--- src/rtl/vds_pkg.sv ---
package vds_pkg;
  parameter int VDS_TASKS = 8;
  parameter int VDS_TW    = 16;
  parameter int VDS_PW    = 3;

  typedef enum logic [1:0] {
    ST_DORM  = 2'd0,
    ST_READY = 2'd1,
    ST_RUN   = 2'd2
  } tstate_e;
endpackage

--- src/rtl/vds_timebase.sv ---
module vds_timebase #(
  parameter int TW = 16
) (
  input  logic          clk,
  input  logic          rst_n,
  output logic [TW-1:0] now
);
  always_ff @(posedge clk or negedge rst_n) begin
    if (!rst_n) now <= '0;
    else        now <= now + TW'(1);
  end
endmodule

--- src/rtl/vds_argmin.sv ---
module vds_argmin #(
  parameter int N  = 8,
  parameter int KW = 16,
  localparam int IW = (N > 1) ? $clog2(N) : 1
) (
  input  logic [N-1:0]  vld,
  input  logic [KW-1:0] key [N],
  output logic          any,
  output logic [IW-1:0] idx,
  output logic [KW-1:0] kmin
);
  // strict less-than: the earliest index keeps a tie
  function automatic logic beats(input logic [KW-1:0] a, input logic [KW-1:0] b);
    return a < b;
  endfunction

  always_comb begin
    any  = 1'b0;
    idx  = '0;
    kmin = '1;
    for (int i = 0; i < N; i++) begin
      if (vld[i] && (!any || beats(key[i], kmin))) begin
        any  = 1'b1;
        idx  = IW'(i);
        kmin = key[i];
      end
    end
  end
endmodule

--- src/rtl/vds_task_slot.sv ---
module vds_task_slot
  import vds_pkg::*;
#(
  parameter int TW = 16,
  parameter int PW = 3
) (
  input  logic          clk,
  input  logic          rst_n,
  input  logic          load,
  input  logic [PW-1:0] ld_prio,
  input  logic [TW-1:0] ld_period,
  input  logic [TW-1:0] ld_rdl,
  input  logic [TW-1:0] ld_rel,
  input  logic [TW-1:0] now,
  input  logic          complete,
  input  logic          upd,
  input  tstate_e       nxt_state,
  output logic          en,
  output tstate_e       state,
  output logic [PW-1:0] prio,
  output logic [TW-1:0] rel_nx,
  output logic [TW-1:0] dl_nx,
  output logic          due
);
  logic [TW-1:0] period_q, rdl_q, rel_q;

  function automatic logic [TW-1:0] advance(input logic [TW-1:0] r, input logic [TW-1:0] p,
                                            input logic go);
    return go ? r + p : r;
  endfunction

  function automatic logic reached(input logic [TW-1:0] r, input logic [TW-1:0] t);
    return r <= t;
  endfunction

  assign rel_nx = advance(rel_q, period_q, complete);
  assign dl_nx  = rel_nx + rdl_q;
  assign due    = en && (complete || state == ST_DORM) && reached(rel_nx, now);

  always_ff @(posedge clk or negedge rst_n) begin
    if (!rst_n) begin
      en       <= 1'b0;
      state    <= ST_DORM;
      prio     <= '0;
      period_q <= '0;
      rdl_q    <= '0;
      rel_q    <= '0;
    end else if (load) begin
      en       <= 1'b1;
      state    <= ST_DORM;
      prio     <= ld_prio;
      period_q <= ld_period;
      rdl_q    <= ld_rdl;
      rel_q    <= ld_rel;
    end else if (upd && en) begin
      state    <= nxt_state;
      rel_q    <= rel_nx;
    end
  end
endmodule

--- src/rtl/vdl_sched.sv ---
module vdl_sched
  import vds_pkg::*;
#(
  parameter int NTASK = VDS_TASKS,
  parameter int TW    = VDS_TW,
  parameter int PW    = VDS_PW,
  localparam int IW   = (NTASK > 1) ? $clog2(NTASK) : 1
) (
  input  logic          clk,
  input  logic          rst_n,
  input  logic          cfg_we,
  input  logic [IW-1:0] cfg_idx,
  input  logic [PW-1:0] cfg_prio,
  input  logic [TW-1:0] cfg_period,
  input  logic [TW-1:0] cfg_rdl,
  input  logic [TW-1:0] cfg_rel,
  input  logic          tick,
  input  logic          done,
  output logic [TW-1:0] cur_time,
  output logic          run_valid,
  output logic [IW-1:0] run_idx,
  output logic          mode_forced,
  output logic [TW-1:0] vdeadline,
  output logic          power_down,
  output logic [TW-1:0] wake_time
);
  // ---------------- named internal events ----------------
  logic                ev;
  logic [NTASK-1:0]    run_mask;     // slots currently in RUN
  logic [NTASK-1:0]    complete_v;   // running slot finishing now
  logic [NTASK-1:0]    keep_v;       // running slot that carries on
  logic [NTASK-1:0]    rdy_v;        // ready after releases
  logic [NTASK-1:0]    dorm_v;       // dormant after this event
  logic [NTASK-1:0]    others_v;     // ready but not chosen after dispatch
  logic                keep_any;
  logic [PW-1:0]       keep_prio;
  logic [IW-1:0]       keep_idx;
  logic                best_any;
  logic [IW-1:0]       best_idx;
  logic [PW-1:0]       best_prio;
  logic                preempt;
  logic                dispatch;
  logic                new_valid;
  logic [IW-1:0]       new_idx;
  logic                others_ready;
  logic                dmin_any;
  logic [IW-1:0]       dmin_idx;
  logic [TW-1:0]       dmin_rel;
  logic [TW-1:0]       run_dl;
  logic [TW-1:0]       vd_next;

  logic                en_a    [NTASK];
  tstate_e             st_a    [NTASK];
  tstate_e             nxt_a   [NTASK];
  logic [PW-1:0]       prio_a  [NTASK];
  logic [TW-1:0]       reln_a  [NTASK];
  logic [TW-1:0]       dln_a   [NTASK];
  logic                due_a   [NTASK];

  assign ev = tick | done;

  function automatic logic [TW-1:0] tmin(input logic [TW-1:0] a, input logic [TW-1:0] b);
    return (a < b) ? a : b;
  endfunction

  vds_timebase #(.TW(TW)) u_time (.clk(clk), .rst_n(rst_n), .now(cur_time));

  // ---------------- per-task slots ----------------
  for (genvar g = 0; g < NTASK; g++) begin : g_slot
    vds_task_slot #(.TW(TW), .PW(PW)) u_slot (
      .clk      (clk),
      .rst_n    (rst_n),
      .load     (cfg_we && (cfg_idx == IW'(g))),
      .ld_prio  (cfg_prio),
      .ld_period(cfg_period),
      .ld_rdl   (cfg_rdl),
      .ld_rel   (cfg_rel),
      .now      (cur_time),
      .complete (complete_v[g]),
      .upd      (ev),
      .nxt_state(nxt_a[g]),
      .en       (en_a[g]),
      .state    (st_a[g]),
      .prio     (prio_a[g]),
      .rel_nx   (reln_a[g]),
      .dl_nx    (dln_a[g]),
      .due      (due_a[g])
    );

    assign run_mask[g]   = en_a[g] && (st_a[g] == ST_RUN);
    assign complete_v[g] = done && run_mask[g];
    assign keep_v[g]     = run_mask[g] && !done;
    assign rdy_v[g]      = en_a[g] && ((st_a[g] == ST_READY) || due_a[g]);
    assign dorm_v[g]     = en_a[g] && ((st_a[g] == ST_DORM) || complete_v[g]) && !due_a[g];
    assign others_v[g]   = (rdy_v[g] && !(dispatch && best_idx == IW'(g))) ||
                           (keep_v[g] && preempt);

    always_comb begin
      if (dispatch && best_idx == IW'(g)) nxt_a[g] = ST_RUN;
      else if (keep_v[g])                 nxt_a[g] = preempt ? ST_READY : ST_RUN;
      else if (rdy_v[g])                  nxt_a[g] = ST_READY;
      else                                nxt_a[g] = ST_DORM;
    end
  end

  // ---------------- searches ----------------
  vds_argmin #(.N(NTASK), .KW(PW)) u_pick_ready (
    .vld(rdy_v), .key(prio_a), .any(best_any), .idx(best_idx), .kmin(best_prio)
  );

  vds_argmin #(.N(NTASK), .KW(PW)) u_pick_keep (
    .vld(keep_v), .key(prio_a), .any(keep_any), .idx(keep_idx), .kmin(keep_prio)
  );

  vds_argmin #(.N(NTASK), .KW(TW)) u_pick_dorm (
    .vld(dorm_v), .key(reln_a), .any(dmin_any), .idx(dmin_idx), .kmin(dmin_rel)
  );

  // ---------------- dispatch and mode ----------------
  assign preempt      = keep_any && best_any && (best_prio < keep_prio);
  assign dispatch     = best_any && (!keep_any || preempt);
  assign new_valid    = keep_any || dispatch;
  assign new_idx      = dispatch ? best_idx : keep_idx;
  assign others_ready = |others_v;
  assign run_dl       = dln_a[new_idx];
  assign vd_next      = (others_ready || !dmin_any) ? run_dl : tmin(run_dl, dmin_rel);

  always_ff @(posedge clk or negedge rst_n) begin
    if (!rst_n) begin
      run_valid   <= 1'b0;
      run_idx     <= '0;
      mode_forced <= 1'b0;
      vdeadline   <= '0;
      power_down  <= 1'b0;
      wake_time   <= '0;
    end else if (ev) begin
      run_valid   <= new_valid;
      run_idx     <= new_valid ? new_idx : '0;
      mode_forced <= new_valid && others_ready;
      vdeadline   <= new_valid ? vd_next : '0;
      power_down  <= !new_valid;
      wake_time   <= new_valid ? '0 : (dmin_any ? dmin_rel : '1);
    end
  end
endmodule

--- config.mk ---
export PLATFORM = sky130hd
export DESIGN_NAME = vdl_sched
export DESIGN_NICKNAME = d
export VERILOG_FILES = /design/src/rtl/vds_pkg.sv /design/src/rtl/vds_timebase.sv /design/src/rtl/vds_argmin.sv /design/src/rtl/vds_task_slot.sv /design/src/rtl/vdl_sched.sv
export SDC_FILE = /design/constraint.sdc
export NUM_CORES = 2
export LEC_CHECK = 0
export BUFFER_PORTS_ARGS = -buffer_cell sky130_fd_sc_hd__buf_2
export CAP_MARGIN = 30
export CORE_UTILIZATION = 40
export CTS_BUF_LIST = sky130_fd_sc_hd__clkbuf_2
export CTS_CLUSTER_DIAMETER = 50
export DETAILED_ROUTE_END_ITERATION = 10
export HOLD_SLACK_MARGIN = 0.02
export RECOVER_POWER = 50
export SETUP_SLACK_MARGIN = 0.4
export SYNTH_ARGS = -nofsm -noshare
export SYNTH_HDL_FRONTEND = slang
export SYNTH_HIERARCHICAL = 1
export SYNTH_SLANG_ARGS = --single-unit
--- constraint.sdc ---
create_clock -name clk -period 51.6 [get_ports clk]
set_input_delay 10.32 -clock clk [delete_from_list [all_inputs] [get_ports clk]]
set_output_delay 10.32 -clock clk [all_outputs]
set_load 0.01 [all_outputs]
==> results.cfg <==
[status]
result_of_the_run = complete, but fails checks
failed_checks = max-capacitance violations, max-slew violations

[placed_design]
place_ws_ns = 17.54
global_placer_s_final_weighted_congestion = 1.00
port_buffers = 112
dp_hpwl_mm = 134

[critical_path]
end_kind = register
critical_path_required_ns = 52.94
max_stage_delay_on_crit_path_ns = 0.84
cp.buffers_inverters = 10
worst-endpoint-arrival_ns = 34.71
crit_path_max_fanout = 32
critical-path-top-delay-family = compound AO/OA/AOI/OAI gates
setup.worst_path.class = in -> reg
reg2reg_setup_slack_ns = 26.13
cp_slowest_cell = and4b_1
critical_path.startpoint_type = primary input

[clock_network]
clock_tree.root_cell = clkbuf_2
cts.path.max_buffers = 3
cts_sinks = 486
post-cts-setup-buffer-count = 0
cts-htree-levels = 4
cts_resized = 0
cts_tree = built
cts-hold-fix-buffers = 0
worstSkewPairLatency_ns = 1.46
clk_pin_slew_worst_paths_ns = 0.09
cts_inserted_buffers = 148

[drt]
drt-met1-wl_mm = 75.5
avgViaCountPerCell = 6.04
route.met2.wl_mm = 76.4
vias = 40100
wl_per_cell_um = 26.9
remaining_drc_errors = 0
drt_wl_total_mm = 179
dr.first_iter.drc_count = 3872
wl_met3_mm = 15.9
drtAntennaViolNets = 0
top_signal_layer_used = met5
drt_pass1_iterations = 8

[global_route]
grt_pass1_vias = 37800
grt_pass1_wl_mm = 257
grtUsageTotal = 0.311
grt_overflow = 0
largest_net_degree_at_the_start_of_global_routing = 168
initial_antenna_violation_count = 15

[synth]
syn_area_um2 = 45100
syn_area_per_cell_um2 = 9.29
synth-warning-count = 6
netlist_instances = 4858

[sta]
report.final.setup_viol = 0
max-slew-margin-rel = -2.20
layout_worst_path_cycle_share = 0.647
finClkSkew_ns = 0.0859
worst_pin_slew_ns = 4.80
timing.final.max_slew_violations = 844
finalSetupTns_ns = 0
period_minus_slack_ns = 33.37
hold_viol_final = 0
setup_ws_ns = 18.23
rsz0062_at_grt = no
max_clock_freq_mhz = 30.0

[layout]
area_delta_synth_final_pct = 7.94
drive_gt1_frac = 0.199
layout.nets = 5614

[die]
rows = 122
fp.dieW_um = 338
die-area_um2 = 114000
die_h_um = 338
placeableCoreArea_um2 = 111000
io_pins = 113
start_util = 0.405

[flow_run]
drv.max_cap_violation_count = 15

[worst_hold_path]
worst_hold_path_type = reg -> reg
==> state kept, by name, summed over array words and instances, names as in the netlist <==
name                    cells
power_down                  1
run_valid                   1
g_slot.u_slot/rel_q       128
g_slot.u_slot/prio         24
g_slot.u_slot/state        16
g_slot.u_slot/period_q    128
mode_forced                 1
g_slot.u_slot/en            8
g_slot.u_slot/rdl_q       128
run_idx                     3
u_time/now                 16
vdeadline                  16
wake_time                  16
==> placed cells by master (no fill, tap or decap), types with 59 or more instances in the layout <==
cell type	count
a21oi_1	385
nor3_1	65
nand2_1	348
nand3_1	105
nor2_1	288
buf_2	110
o21bai_1	65
a21o_1	155
ha_1	500
mux2_2	400
clkbuf_2	198
nand4_1	59
xnor2_1	158
inv_1	344
o21ai_0	205
buf_4	62
mux2i_1	152
xor2_1	72
nor2b_1	87
dfrtp_1	486
==> metrics by stage <==
step | instances | utilization | hold slack, ns | instance area (µm²)
final | 6636 | 0.438 | 0.480 | 48700
after global routing | 6630 | 0.437 | 0.500 | 48700
after CTS | 6629 | 0.438 | 0.480 | 48800
after detailed placement | 6377 | 0.426 | 0.459 | 47400
after global placement | 6373 | 0.426 | 0.455 | 47400
after floorplan | 4860 | - | 0.487 | 45100
==> worst paths after layout <==
check / from / endpoint / cells after the start
hold reg to reg: wake_time[3]$_DFFE_PN0P_ / wake_time[3]$_DFFE_PN0P_ / 1
min in group asynchronous: rst_n / g_slot[7].u_slot/period_q[7]$_DFFE_PN0P_ / 1
max in group asynchronous: rst_n / g_slot[0].u_slot/period_q[13]$_DFFE_PN0P_ / 2
setup / recovery: done / vdeadline[0]$_DFFE_PN0P_ / 111
setup reg to reg: g_slot[0].u_slot/rel_q[0]$_DFFE_PN0P_ / vdeadline[0]$_DFFE_PN0P_ / 116
hold / removal: wake_time[3]$_DFFE_PN0P_ / wake_time[3]$_DFFE_PN0P_ / 1
==> metal layers <==
| layer | vias up | GRT usage |
|---|---|---|
| met1 | 19800 | 0.411 |
| met3 | 378 | 0.0706 |
| met2 | 1669 | 0.466 |
| li1 | 18200 | - |
| met4 | 2 | 0.175 |
| met5 | - | 0.00894 |
==> cell type report <==
| type | count | area (µm²) |
|---|---|---|
| Multi-Input combinational cell | 3865 | 30900 |
| Fill cell | 11000 | 62600 |
| Timing Repair Buffer | 191 | 1110 |
| Antenna cell | 7 | 17.5 |
| Clock inverter | 54 | 379 |
| Clock buffer | 198 | 991 |
| Inverter | 347 | 1300 |
| Tap cell | 1488 | 1860 |
| Sequential cell | 486 | 12200 |
Power is left out: the tool's default activity adds up to more than one toggle a clock period on the data nets, which glitch-free logic cannot reach.
